`config.mk`:
```
export PLATFORM = sky130hd
export DESIGN_NAME = rtc_shadow
export DESIGN_NICKNAME = d
export VERILOG_FILES = /design/src/rtl/rtc_shadow_pkg.sv /design/src/rtl/rtc_shadow_timebase.sv /design/src/rtl/rtc_shadow_counter.sv /design/src/rtl/rtc_shadow_alarm.sv /design/src/rtl/rtc_shadow.sv
export SDC_FILE = /design/constraint.sdc
export NUM_CORES = 1
export LEC_CHECK = 0
export CAP_MARGIN = 20
export CORE_ASPECT_RATIO = 1.4
export CORE_UTILIZATION = 54
export CTS_CLUSTER_SIZE = 12
export DETAILED_ROUTE_END_ITERATION = 7
export PLACE_DENSITY_LB_ADDON = 0.08
export SLEW_MARGIN = 20
export SYNTH_ARGS = -nofsm -noshare
export SYNTH_HDL_FRONTEND = slang
export SYNTH_SLANG_ARGS = --single-unit
export TNS_END_PERCENT = 1
```
`constraint.sdc`:
```
create_clock -name clk -period 3.1 [get_ports clk]
set_input_delay 0.93 -clock clk [delete_from_list [all_inputs] [get_ports clk]]
set_output_delay 0.93 -clock clk [all_outputs]
set_load 0.01 [all_outputs]
```
`src/rtl/rtc_shadow_pkg.sv`:
```
package rtc_shadow_pkg;

    localparam int ADDR_W   = 6;
    localparam int DATA_W   = 32;
    localparam int NUM_SRC  = 5;
    localparam int NUM_SALM = 2;

    // Register byte offsets
    localparam logic [ADDR_W-1:0] OFS_BUSY   = 6'h04;
    localparam logic [ADDR_W-1:0] OFS_SEC    = 6'h08;
    localparam logic [ADDR_W-1:0] OFS_SHADOW = 6'h0C;
    localparam logic [ADDR_W-1:0] OFS_MS     = 6'h10;
    localparam logic [ADDR_W-1:0] OFS_ALM0   = 6'h14;
    localparam logic [ADDR_W-1:0] OFS_ALM1   = 6'h18;
    localparam logic [ADDR_W-1:0] OFS_MSALM  = 6'h1C;
    localparam logic [ADDR_W-1:0] OFS_MASK   = 6'h28;
    localparam logic [ADDR_W-1:0] OFS_STAT   = 6'h2C;

    // Interrupt source bit positions
    localparam int SRC_SALM0  = 0;
    localparam int SRC_SALM1  = 1;
    localparam int SRC_MSALM  = 2;
    localparam int SRC_SCDN   = 3;
    localparam int SRC_MSCDN  = 4;

    // Decoded, busy-qualified write strobes
    typedef struct packed {
        logic sec;
        logic alm0;
        logic alm1;
        logic msalm;
        logic mask;
        logic stat;
    } wr_sel_t;

    function automatic wr_sel_t decode_wr(logic en, logic [ADDR_W-1:0] a);
        wr_sel_t s;
        s.sec   = en && (a == OFS_SEC);
        s.alm0  = en && (a == OFS_ALM0);
        s.alm1  = en && (a == OFS_ALM1);
        s.msalm = en && (a == OFS_MSALM);
        s.mask  = en && (a == OFS_MASK);
        s.stat  = en && (a == OFS_STAT);
        return s;
    endfunction

    function automatic logic any_pending(logic [NUM_SRC-1:0] st,
                                         logic [NUM_SRC-1:0] mk);
        return |(st & mk);
    endfunction

endpackage

```
`src/rtl/rtc_shadow_timebase.sv`:
```
module rtc_shadow_timebase #(
    parameter int TICKS_PER_MS = 32,
    parameter int COPY_TICKS   = 8
) (
    input  logic clk,
    input  logic rst,
    input  logic tick_en,
    output logic busy,
    output logic copy_stb,
    output logic ms_tick
);
    localparam int PH_W  = (COPY_TICKS > 1) ? $clog2(COPY_TICKS) : 1;
    localparam int PRE_W = (TICKS_PER_MS > 1) ? $clog2(TICKS_PER_MS) : 1;
    localparam logic [PH_W-1:0]  PH_LAST  = PH_W'(COPY_TICKS - 1);
    localparam logic [PRE_W-1:0] PRE_LAST = PRE_W'(TICKS_PER_MS - 1);

    logic [PH_W-1:0]  phase;
    logic [PRE_W-1:0] pre;

    always_ff @(posedge clk) begin
        if (rst) begin
            phase <= '0;
            pre   <= '0;
        end else if (tick_en) begin
            phase <= (phase == PH_LAST) ? '0 : phase + 1'b1;
            pre   <= (pre == PRE_LAST) ? '0 : pre + 1'b1;
        end
    end

    always_comb begin
        busy     = (phase == PH_LAST);
        copy_stb = tick_en && busy;
        ms_tick  = tick_en && (pre == PRE_LAST);
    end

    // busy lasts exactly one slow-tick interval
    AST_BUSY_ONE_INTERVAL: assert property (@(posedge clk) disable iff (rst)
        (busy && tick_en) |=> !busy) else $error("busy held past its tick");

endmodule

```
`src/rtl/rtc_shadow_counter.sv`:
```
module rtc_shadow_counter #(
    parameter int MS_PER_SEC = 1000,
    parameter int SEC_W      = 32
) (
    input  logic                           clk,
    input  logic                           rst,
    input  logic                           ms_tick,
    input  logic                           copy_stb,
    input  logic                           sec_wr,
    input  logic [SEC_W-1:0]               sec_wdata,
    output logic [SEC_W-1:0]               bus_sec,
    output logic [$clog2(MS_PER_SEC)-1:0]  bus_ms,
    output logic                           rollover,
    output logic [SEC_W-1:0]               sec_next
);
    localparam int MS_W = $clog2(MS_PER_SEC);
    localparam logic [MS_W-1:0] MS_LAST = MS_W'(MS_PER_SEC - 1);

    logic [MS_W-1:0]  ms;
    logic [SEC_W-1:0] sec;
    logic             ms_last;

    always_comb begin
        ms_last  = (ms == MS_LAST);
        rollover = ms_tick && ms_last;
        sec_next = sec + 1'b1;
    end

    always_ff @(posedge clk) begin
        if (rst) begin
            ms      <= '0;
            sec     <= '0;
            bus_ms  <= '0;
            bus_sec <= '0;
        end else begin
            if (ms_tick)
                ms <= ms_last ? '0 : ms + 1'b1;
            if (sec_wr)
                sec <= sec_wdata;
            else if (rollover)
                sec <= sec_next;
            if (copy_stb) begin
                bus_sec <= sec;
                bus_ms  <= ms;
            end
        end
    end

    AST_MS_IN_RANGE: assert property (@(posedge clk) disable iff (rst)
        ms <= MS_LAST) else $error("millisecond count out of range");

    AST_BUS_COPY_HOLDS: assert property (@(posedge clk) disable iff (rst)
        !copy_stb |=> ($stable(bus_sec) && $stable(bus_ms))) else $error("bus copy moved");

endmodule

```
`src/rtl/rtc_shadow_alarm.sv`:
```
module rtc_shadow_alarm
    import rtc_shadow_pkg::*;
#(
    parameter int SEC_W = 32,
    parameter int MS_W  = 10
) (
    input  logic                        clk,
    input  logic                        rst,
    input  wr_sel_t                     wsel,
    input  logic [DATA_W-1:0]           wdata,
    input  logic                        rollover,
    input  logic [SEC_W-1:0]            sec_next,
    output logic [NUM_SALM-1:0][SEC_W-1:0] salm,
    output logic [MS_W-1:0]             msalm,
    output logic [NUM_SRC-1:0]          mask,
    output logic [NUM_SRC-1:0]          status,
    output logic                        irq
);
    logic [NUM_SALM-1:0] hit;
    logic [NUM_SALM-1:0] salm_wr;
    logic [NUM_SRC-1:0]  set_v;
    logic [NUM_SRC-1:0]  clr_v;

    assign salm_wr = {wsel.alm1, wsel.alm0};

    // One comparator per seconds alarm; zero means off
    for (genvar g = 0; g < NUM_SALM; g++) begin : g_cmp
        assign hit[g] = rollover && (salm[g] != '0) && (sec_next == salm[g]);
    end

    always_comb begin
        set_v = '0;
        set_v[SRC_SALM0] = hit[0];
        set_v[SRC_SALM1] = hit[1];
        clr_v = wsel.stat ? wdata[NUM_SRC-1:0] : '0;
        irq   = any_pending(status, mask);
    end

    always_ff @(posedge clk) begin
        if (rst) begin
            salm   <= '0;
            msalm  <= '0;
            mask   <= '0;
            status <= '0;
        end else begin
            for (int i = 0; i < NUM_SALM; i++)
                if (salm_wr[i])
                    salm[i] <= wdata[SEC_W-1:0];
            if (wsel.msalm)
                msalm <= wdata[MS_W-1:0];
            if (wsel.mask)
                mask <= wdata[NUM_SRC-1:0];
            status <= (status & ~clr_v) | set_v;
        end
    end

    AST_ZERO_ALARM_SILENT: assert property (@(posedge clk) disable iff (rst)
        (salm[0] == '0 && !wsel.alm0 && !wsel.stat) |=> (status[SRC_SALM0] == $past(status[SRC_SALM0])))
        else $error("zero alarm fired");

    AST_STUB_NEVER_SET: assert property (@(posedge clk) disable iff (rst)
        status[SRC_MSCDN:SRC_MSALM] == '0) else $error("stub source set");

    AST_W1C_CLEARS: assert property (@(posedge clk) disable iff (rst)
        (wsel.stat && wdata[SRC_SALM1] && !hit[1]) |=> !status[SRC_SALM1]) else $error("status not cleared");

endmodule

```
`src/rtl/rtc_shadow.sv`:
```
module rtc_shadow
    import rtc_shadow_pkg::*;
#(
    parameter int TICKS_PER_MS = 32,
    parameter int MS_PER_SEC   = 1000,
    parameter int SEC_W        = 32
) (
    input  logic        clk,
    input  logic        rst,
    input  logic        tick_en,
    input  logic        bus_rd,
    input  logic        bus_wr,
    input  logic [5:0]  bus_addr,
    input  logic [31:0] bus_wdata,
    output logic [31:0] bus_rdata,
    output logic        irq
);
    localparam int MS_W = $clog2(MS_PER_SEC);

    logic                 busy, copy_stb, ms_tick;
    logic [SEC_W-1:0]     bus_sec, sec_next, shadow;
    logic [MS_W-1:0]      bus_ms, msalm;
    logic                 rollover;
    logic [NUM_SALM-1:0][SEC_W-1:0] salm;
    logic [NUM_SRC-1:0]   mask, status;
    wr_sel_t              wsel;

    assign wsel = decode_wr(bus_wr && !busy, bus_addr);

    rtc_shadow_timebase #(
        .TICKS_PER_MS (TICKS_PER_MS),
        .COPY_TICKS   (8)
    ) u_tb (
        .clk      (clk),
        .rst      (rst),
        .tick_en  (tick_en),
        .busy     (busy),
        .copy_stb (copy_stb),
        .ms_tick  (ms_tick)
    );

    rtc_shadow_counter #(
        .MS_PER_SEC (MS_PER_SEC),
        .SEC_W      (SEC_W)
    ) u_cnt (
        .clk       (clk),
        .rst       (rst),
        .ms_tick   (ms_tick),
        .copy_stb  (copy_stb),
        .sec_wr    (wsel.sec),
        .sec_wdata (bus_wdata[SEC_W-1:0]),
        .bus_sec   (bus_sec),
        .bus_ms    (bus_ms),
        .rollover  (rollover),
        .sec_next  (sec_next)
    );

    rtc_shadow_alarm #(
        .SEC_W (SEC_W),
        .MS_W  (MS_W)
    ) u_alm (
        .clk      (clk),
        .rst      (rst),
        .wsel     (wsel),
        .wdata    (bus_wdata),
        .rollover (rollover),
        .sec_next (sec_next),
        .salm     (salm),
        .msalm    (msalm),
        .mask     (mask),
        .status   (status),
        .irq      (irq)
    );

    // Shadow seconds: loaded by a milliseconds read
    always_ff @(posedge clk) begin
        if (rst)
            shadow <= '0;
        else if (bus_rd && bus_addr == OFS_MS)
            shadow <= bus_sec;
    end

    always_comb begin
        case (bus_addr)
            OFS_BUSY:   bus_rdata = {31'd0, busy};
            OFS_SEC:    bus_rdata = 32'(bus_sec);
            OFS_SHADOW: bus_rdata = 32'(shadow);
            OFS_MS:     bus_rdata = 32'(bus_ms);
            OFS_ALM0:   bus_rdata = 32'(salm[0]);
            OFS_ALM1:   bus_rdata = 32'(salm[1]);
            OFS_MSALM:  bus_rdata = 32'(msalm);
            OFS_MASK:   bus_rdata = 32'(mask);
            OFS_STAT:   bus_rdata = 32'(status);
            default:    bus_rdata = 32'd0;
        endcase
    end

    AST_SHADOW_LOADS: assert property (@(posedge clk) disable iff (rst)
        (bus_rd && bus_addr == OFS_MS) |=> (shadow == $past(bus_sec))) else $error("shadow not loaded");

    AST_BUSY_DROPS_MASK: assert property (@(posedge clk) disable iff (rst)
        (bus_wr && busy && bus_addr == OFS_MASK) |=> $stable(mask)) else $error("busy write landed");

endmodule

```
Word level (Yosys, flattened, before mapping)
Index checks and enable logic that the tools add are counted.
{"block": "op_classes", "n_addsub": 4, "n_eq_ne": 14, "muxes": 7, "bitwise_logic": 4, "reduce_logical": 20}
{"operator": "case mux 32 bit (9 select lines)", "count": 1}
{"operator": "equality test 32 bit", "count": 2}
{"operator": "2-to-1 mux 32 bit", "count": 2}
{"operator": "nonzero test 32 bit", "count": 2}
{"operator": "adder 32 x 1 -> 32 bit, second input constant", "count": 1}
{"operator": "equality test 6 x 5 -> 1 bit, second input constant", "count": 4}
{"operator": "logical AND 1 bit", "count": 15}
{"operator": "equality test 6 x 4 -> 1 bit, second input constant", "count": 2}
{"operator": "equality test 6 bit, second input constant", "count": 2}
{"operator": "adder 10 x 1 -> 10 bit, second input constant", "count": 1}
{"operator": "AND 5 bit", "count": 2}
{"operator": "equality test 10 bit, second input constant", "count": 1}
{"operator": "2-to-1 mux 10 bit", "count": 1}
{"operator": "2-to-1 mux 5 bit", "count": 2}
{"operator": "equality test 6 x 3 -> 1 bit, second input constant", "count": 1}
{"operator": "adder 5 x 1 -> 5 bit, second input constant", "count": 1}
{"operator": "equality test 5 bit, second input constant", "count": 1}
{"operator": "NOT 5 bit", "count": 1}
{"operator": "bitwise OR 5 x 2 -> 5 bit", "count": 1}
{"operator": "OR reduction 5 bit", "count": 1}
{"operator": "adder 3 x 1 -> 3 bit, second input constant", "count": 1}
{"operator": "equality test 3 bit, second input constant", "count": 1}
{"operator": "2-to-1 mux 3 bit", "count": 1}
{"operator": "nonzero test 2 bit", "count": 1}
{"operator": "zero test 1 bit", "count": 1}
{"block": "word_totals", "ff_bits": 208, "inputBits": 43, "wordCells": 61}

Depth between registers and ports, before layout
{"block": "logic_depth", "ltp_word": 8, "mapped_depth": 12}

Hierarchy
A second synthesis with hierarchy kept.
{"block": "unflattened", "cells_unflattened": 1195, "area_unflattened_um2": 10541.4}
{"mod": "rtc_shadow_counter", "n_inst": 1, "cells_each": 477, "area_each_um2": 4160.2}
{"mod": "rtc_shadow_alarm", "n_inst": 1, "cells_each": 385, "area_each_um2": 3791.1}
{"mod": "rtc_shadow", "n_inst": 1, "cells_each": 294, "area_each_um2": 2199.6}
{"mod": "rtc_shadow_timebase", "n_inst": 1, "cells_each": 39, "area_each_um2": 390.4}

Least setup slack after synthesis
Ideal clock, no wire load.
{"block": "synth_timing", "path_type": "input to output", "from": "input bus_addr[4]", "to": "output bus_rdata[0]", "t_arrival_ns": 2.275, "required_ns": 2.170, "slack_ns": -0.105, "stages": 5, "n_path_buf": 1, "cell_sequence": "or4b_2 nor2_1 clkbuf_1 a221oi_1 nand3_1"}
{"block": "synth_between", "elab_chain_len": 2, "word_cells_on_any_way": 10, "classes_between": "eq/ne (9); mux (1)"}
{"item": "start, declared", "line": "rtc_shadow.sv:13", "source": "input logic [5:0] bus_addr,"}
{"item": "equality test 6 bit, or another cell as far along", "line": "rtc_shadow.sv:84", "source": "case (bus_addr)"}
{"item": "case mux 32 bit (9 select lines) (*)", "line": "rtc_shadow.sv:84"}
{"item": "end, declared", "line": "rtc_shadow.sv:15", "source": "output logic [31:0] bus_rdata,"}
Mark *: on every way between the ends. The rest lies on a longest branch, timed or not.

Worst setup path in the final report
{"block": "layout_timing", "from": "input bus_addr[0]", "to": "output bus_rdata[3]"}
Same word-level chain as after synthesis.

==> metrics <==
outcome=finished with violations; failing checks=negative setup slack; initial antenna violation count=0; Die Ht=169 um; Fill cells=1648; post-layout util=0.700; dpl hpwl=28800 um; Buffers on Ports=75; Pint=4.30 mW; Slew @ Worst Pin=1.05 ns; largest family of logic cells by synthesized area=simple AND/OR/NAND/NOR gates; Placeable Area=19400 sq um; compound-gate portion of the synthesized area=0.179; Clk Latency, worst-skew pair=0.52 ns; most frequent cell after synthesis=nand2_1; Root Driver=clkbuf_16; Initial Utilization=0.554; FF-to-FF path depth=10; r2r setup slk=0.07 ns; Tmin final=3.34 ns; Routed Antenna Nets=0; share of cells above drive strength 1=0.168; crit path launch type=input pin; Post-Place Cell Area=12500 sq um; switching power=1.28 mW; TritonCTS buffer count=23; PwrDens=412 nW/um^2; asr flop ratio synth=0; Worst Setup SP=bus_addr[0]; Leakage Power=4.92 nW; clock power share=0.467; max-slew violation count=0; Synth cell types=57; largest net degree at the start of global routing=209; CP endpoint=bus_rdata[3]; Worst Path Required=2.17 ns; YS warnings=0; Critical Path AT=2.41 ns; cell count after synthesis=1426; # setup viols final=32; final worst setup slack=-0.236 ns; post-synthesis mux area share=0.0122; cell area after layout=13500 sq um; DR iter-0 viols=1115; Synth top cells by count=nand2_1 (386), dfxtp_1 (208), a21oi_1 (169), clkbuf_1 (87), nor2_1 (81); synthesized flop and latch total=208; area delta synth->final=26.2%; Simple-Gate Fraction of Synth Area=0.269; Clock Pin Slew Worst Setup and Hold Paths=0.06 ns; final wirelength=42300 um; Nets=1610; worst r2r src=u_cnt.sec[1]$_SDFFE_PP0P_; Crit. End Element=output pin; hold_buf cts=0; DR DRC count=0; GR Overflow Total=0; Register Area=4160 sq um; first-pass GRT wire length=63600 um; Mapped Avg Cell Area=7.53 sq um; post-synthesis sequential area ratio=0.388; Worst Hold Depth=2; vias per std cell=6.18; Slew headroom=0.297; IO Count=76; DIE AREA=20500 sq um; CP max FO=5; clock tree buffer depth=3; critical path class=in -> out; number of flops mapped to enable cells by yosys=0; vias in the first global route=11.1k; GRT Resource Usage Total=0.419; leading area contributor after synthesis=dfxtp_1; fmax=300 MHz; maxcap violations=0; mapped cell area=10700 sq um; area of the multi-input gates=6340 sq um; post-synthesis adder-cell area fraction=0.00699; syn nets=1475; fin crit share=1.08; row cnt=60; RSZ-0062 raised after global routing=true; CTS tree=yes; Final Skew=0.0123 ns; Num Clock Sinks=208; ant diodes=0; sequential power share=0.483; combinational share of power=0.050; top cells by area, synth=dfxtp_1 (39%), nand2_1 (13%), a21oi_1 (7.9%); vias post-DR=11.3k; top cell type's share of synthesized area=0.388; Setup WS pre-CTS=-0.923 ns; Die X=121 um; reg2reg end=u_alm.status[1]$_SDFF_PP0_; GPL Wtd Cong=1.01; Worst VDD drop=0.375 mV; Net Sw Frac=0.229; Synth Flop Type=dfxtp_1; xor-xnor portion of the synthesized cell area=0.102; final hold vios=0; H-tree Lvls=1; DR WL/cell=23.2 um; Tot Pwr=5.59 mW; worst min-delay path class=reg -> reg; Initial DRT Pass Iterations=6
## cells by family (layout without fill, tap and decap cells)
logic type,after synthesis,count (layout)
flops,208,208
compound gates,312,312
xor+xnor,123,123
fa+ha+maj,6,6
simple gates,651,651
mux,13,13
buf+inv,113,262
## routing by layer
metal	vias to the layer above	track usage	share of wire
met2	593	0.705	0.48
met3	219	0.0785	0.074
li1	5224	-	-
met4	0	0.415	0.11
met5	-	0	0
met1	5233	0.426	0.34
## stage by stage
stage / TNS, ns / hold slack, ns / instances
5_1_grt: -7.01 / 0.478 / 1823
6_report: -5.26 / 0.457 / 1823
3_5_place_dp: -26.90 / 0.448 / 1766
3_3_place_gp: -26.19 / 0.442 / 1766
4_1_cts: -6.67 / 0.458 / 1823
2_1_floorplan: -2.17 / 0.436 / 1426
## area by class of cell
class,instances,area share
Clock buffer,34,0.0500
Inverter,5,0.00139
Multi-Input combinational cell,1105,0.468
Sequential cell,208,0.307
Timing Repair Buffer,218,0.148
Clock inverter,5,0.00240
Tap cell,248,0.0229
## repair_timing
item / CTS / global route
setup buffers: 12 / 1
gates cloned: 6 / 0
setup endpoints to repair: 32 / 34
pin swaps: 31 / 22
resized for setup: 191 / 16
## worst max-delay path, cell delays in order
cell	delay [ns]
buf_6	0.09
or3_4	0.40
buf_6	0.13
nor3_4	0.15
buf_6	0.19
buf_12	0.13
buf_6	0.09
a22oi_2	0.06
nand3_1	0.09
buf_2	0.13
## cells in the final DEF (no fill, tap or decap), drive strengths merged, types with 34 or more instances in the layout
cell type	n
a21oi	169
a22oi	65
buf	179
clkbuf	34
clkdlybuf4s50	36
dfxtp	208
nand2	386
nand3	44
nor2	81
xnor2	65
xor2	57
## power groups by stage
| stage | combinational (mW) | sequential, mW | clock, mW |
|---|---|---|---|
| floorplan | 0.113 | 2.75 | 0 |
| global placement | 0.250 | 2.76 | 0 |
| detailed placement | 0.251 | 2.76 | 0 |
| CTS | 0.268 | 2.70 | 2.63 |
| global route | 0.292 | 2.70 | 2.73 |
| finish | 0.278 | 2.70 | 2.61 |
## worst min path at each step
stage	endpoint	start
floorplan	u_cnt.bus_ms[1]$_SDFFE_PP0P_	u_cnt.bus_ms[1]$_SDFFE_PP0P_
global placement	shadow[23]$_SDFFE_PP0P_	shadow[23]$_SDFFE_PP0P_
detailed placement	shadow[12]$_SDFFE_PP0P_	shadow[12]$_SDFFE_PP0P_
CTS	u_alm.msalm[4]$_SDFFE_PP0P_	u_alm.msalm[4]$_SDFFE_PP0P_
global route	u_alm.msalm[3]$_SDFFE_PP0P_	u_alm.msalm[3]$_SDFFE_PP0P_
finish	u_alm.msalm[1]$_SDFFE_PP0P_	u_alm.msalm[1]$_SDFFE_PP0P_
## registers in the layout (all words and copies together) (netlist names)
| register | cells |
|---|---|
| u_alm.status | 5 |
| u_alm.msalm | 10 |
| u_cnt.bus_sec | 32 |
| u_cnt.bus_ms | 10 |
| u_tb.phase | 3 |
| u_alm.mask | 5 |
| u_cnt.sec | 32 |
| u_cnt.ms | 10 |
| u_alm.salm | 64 |
| shadow | 32 |
| u_tb.pre | 5 |
(Power assumes the default switching activity.)
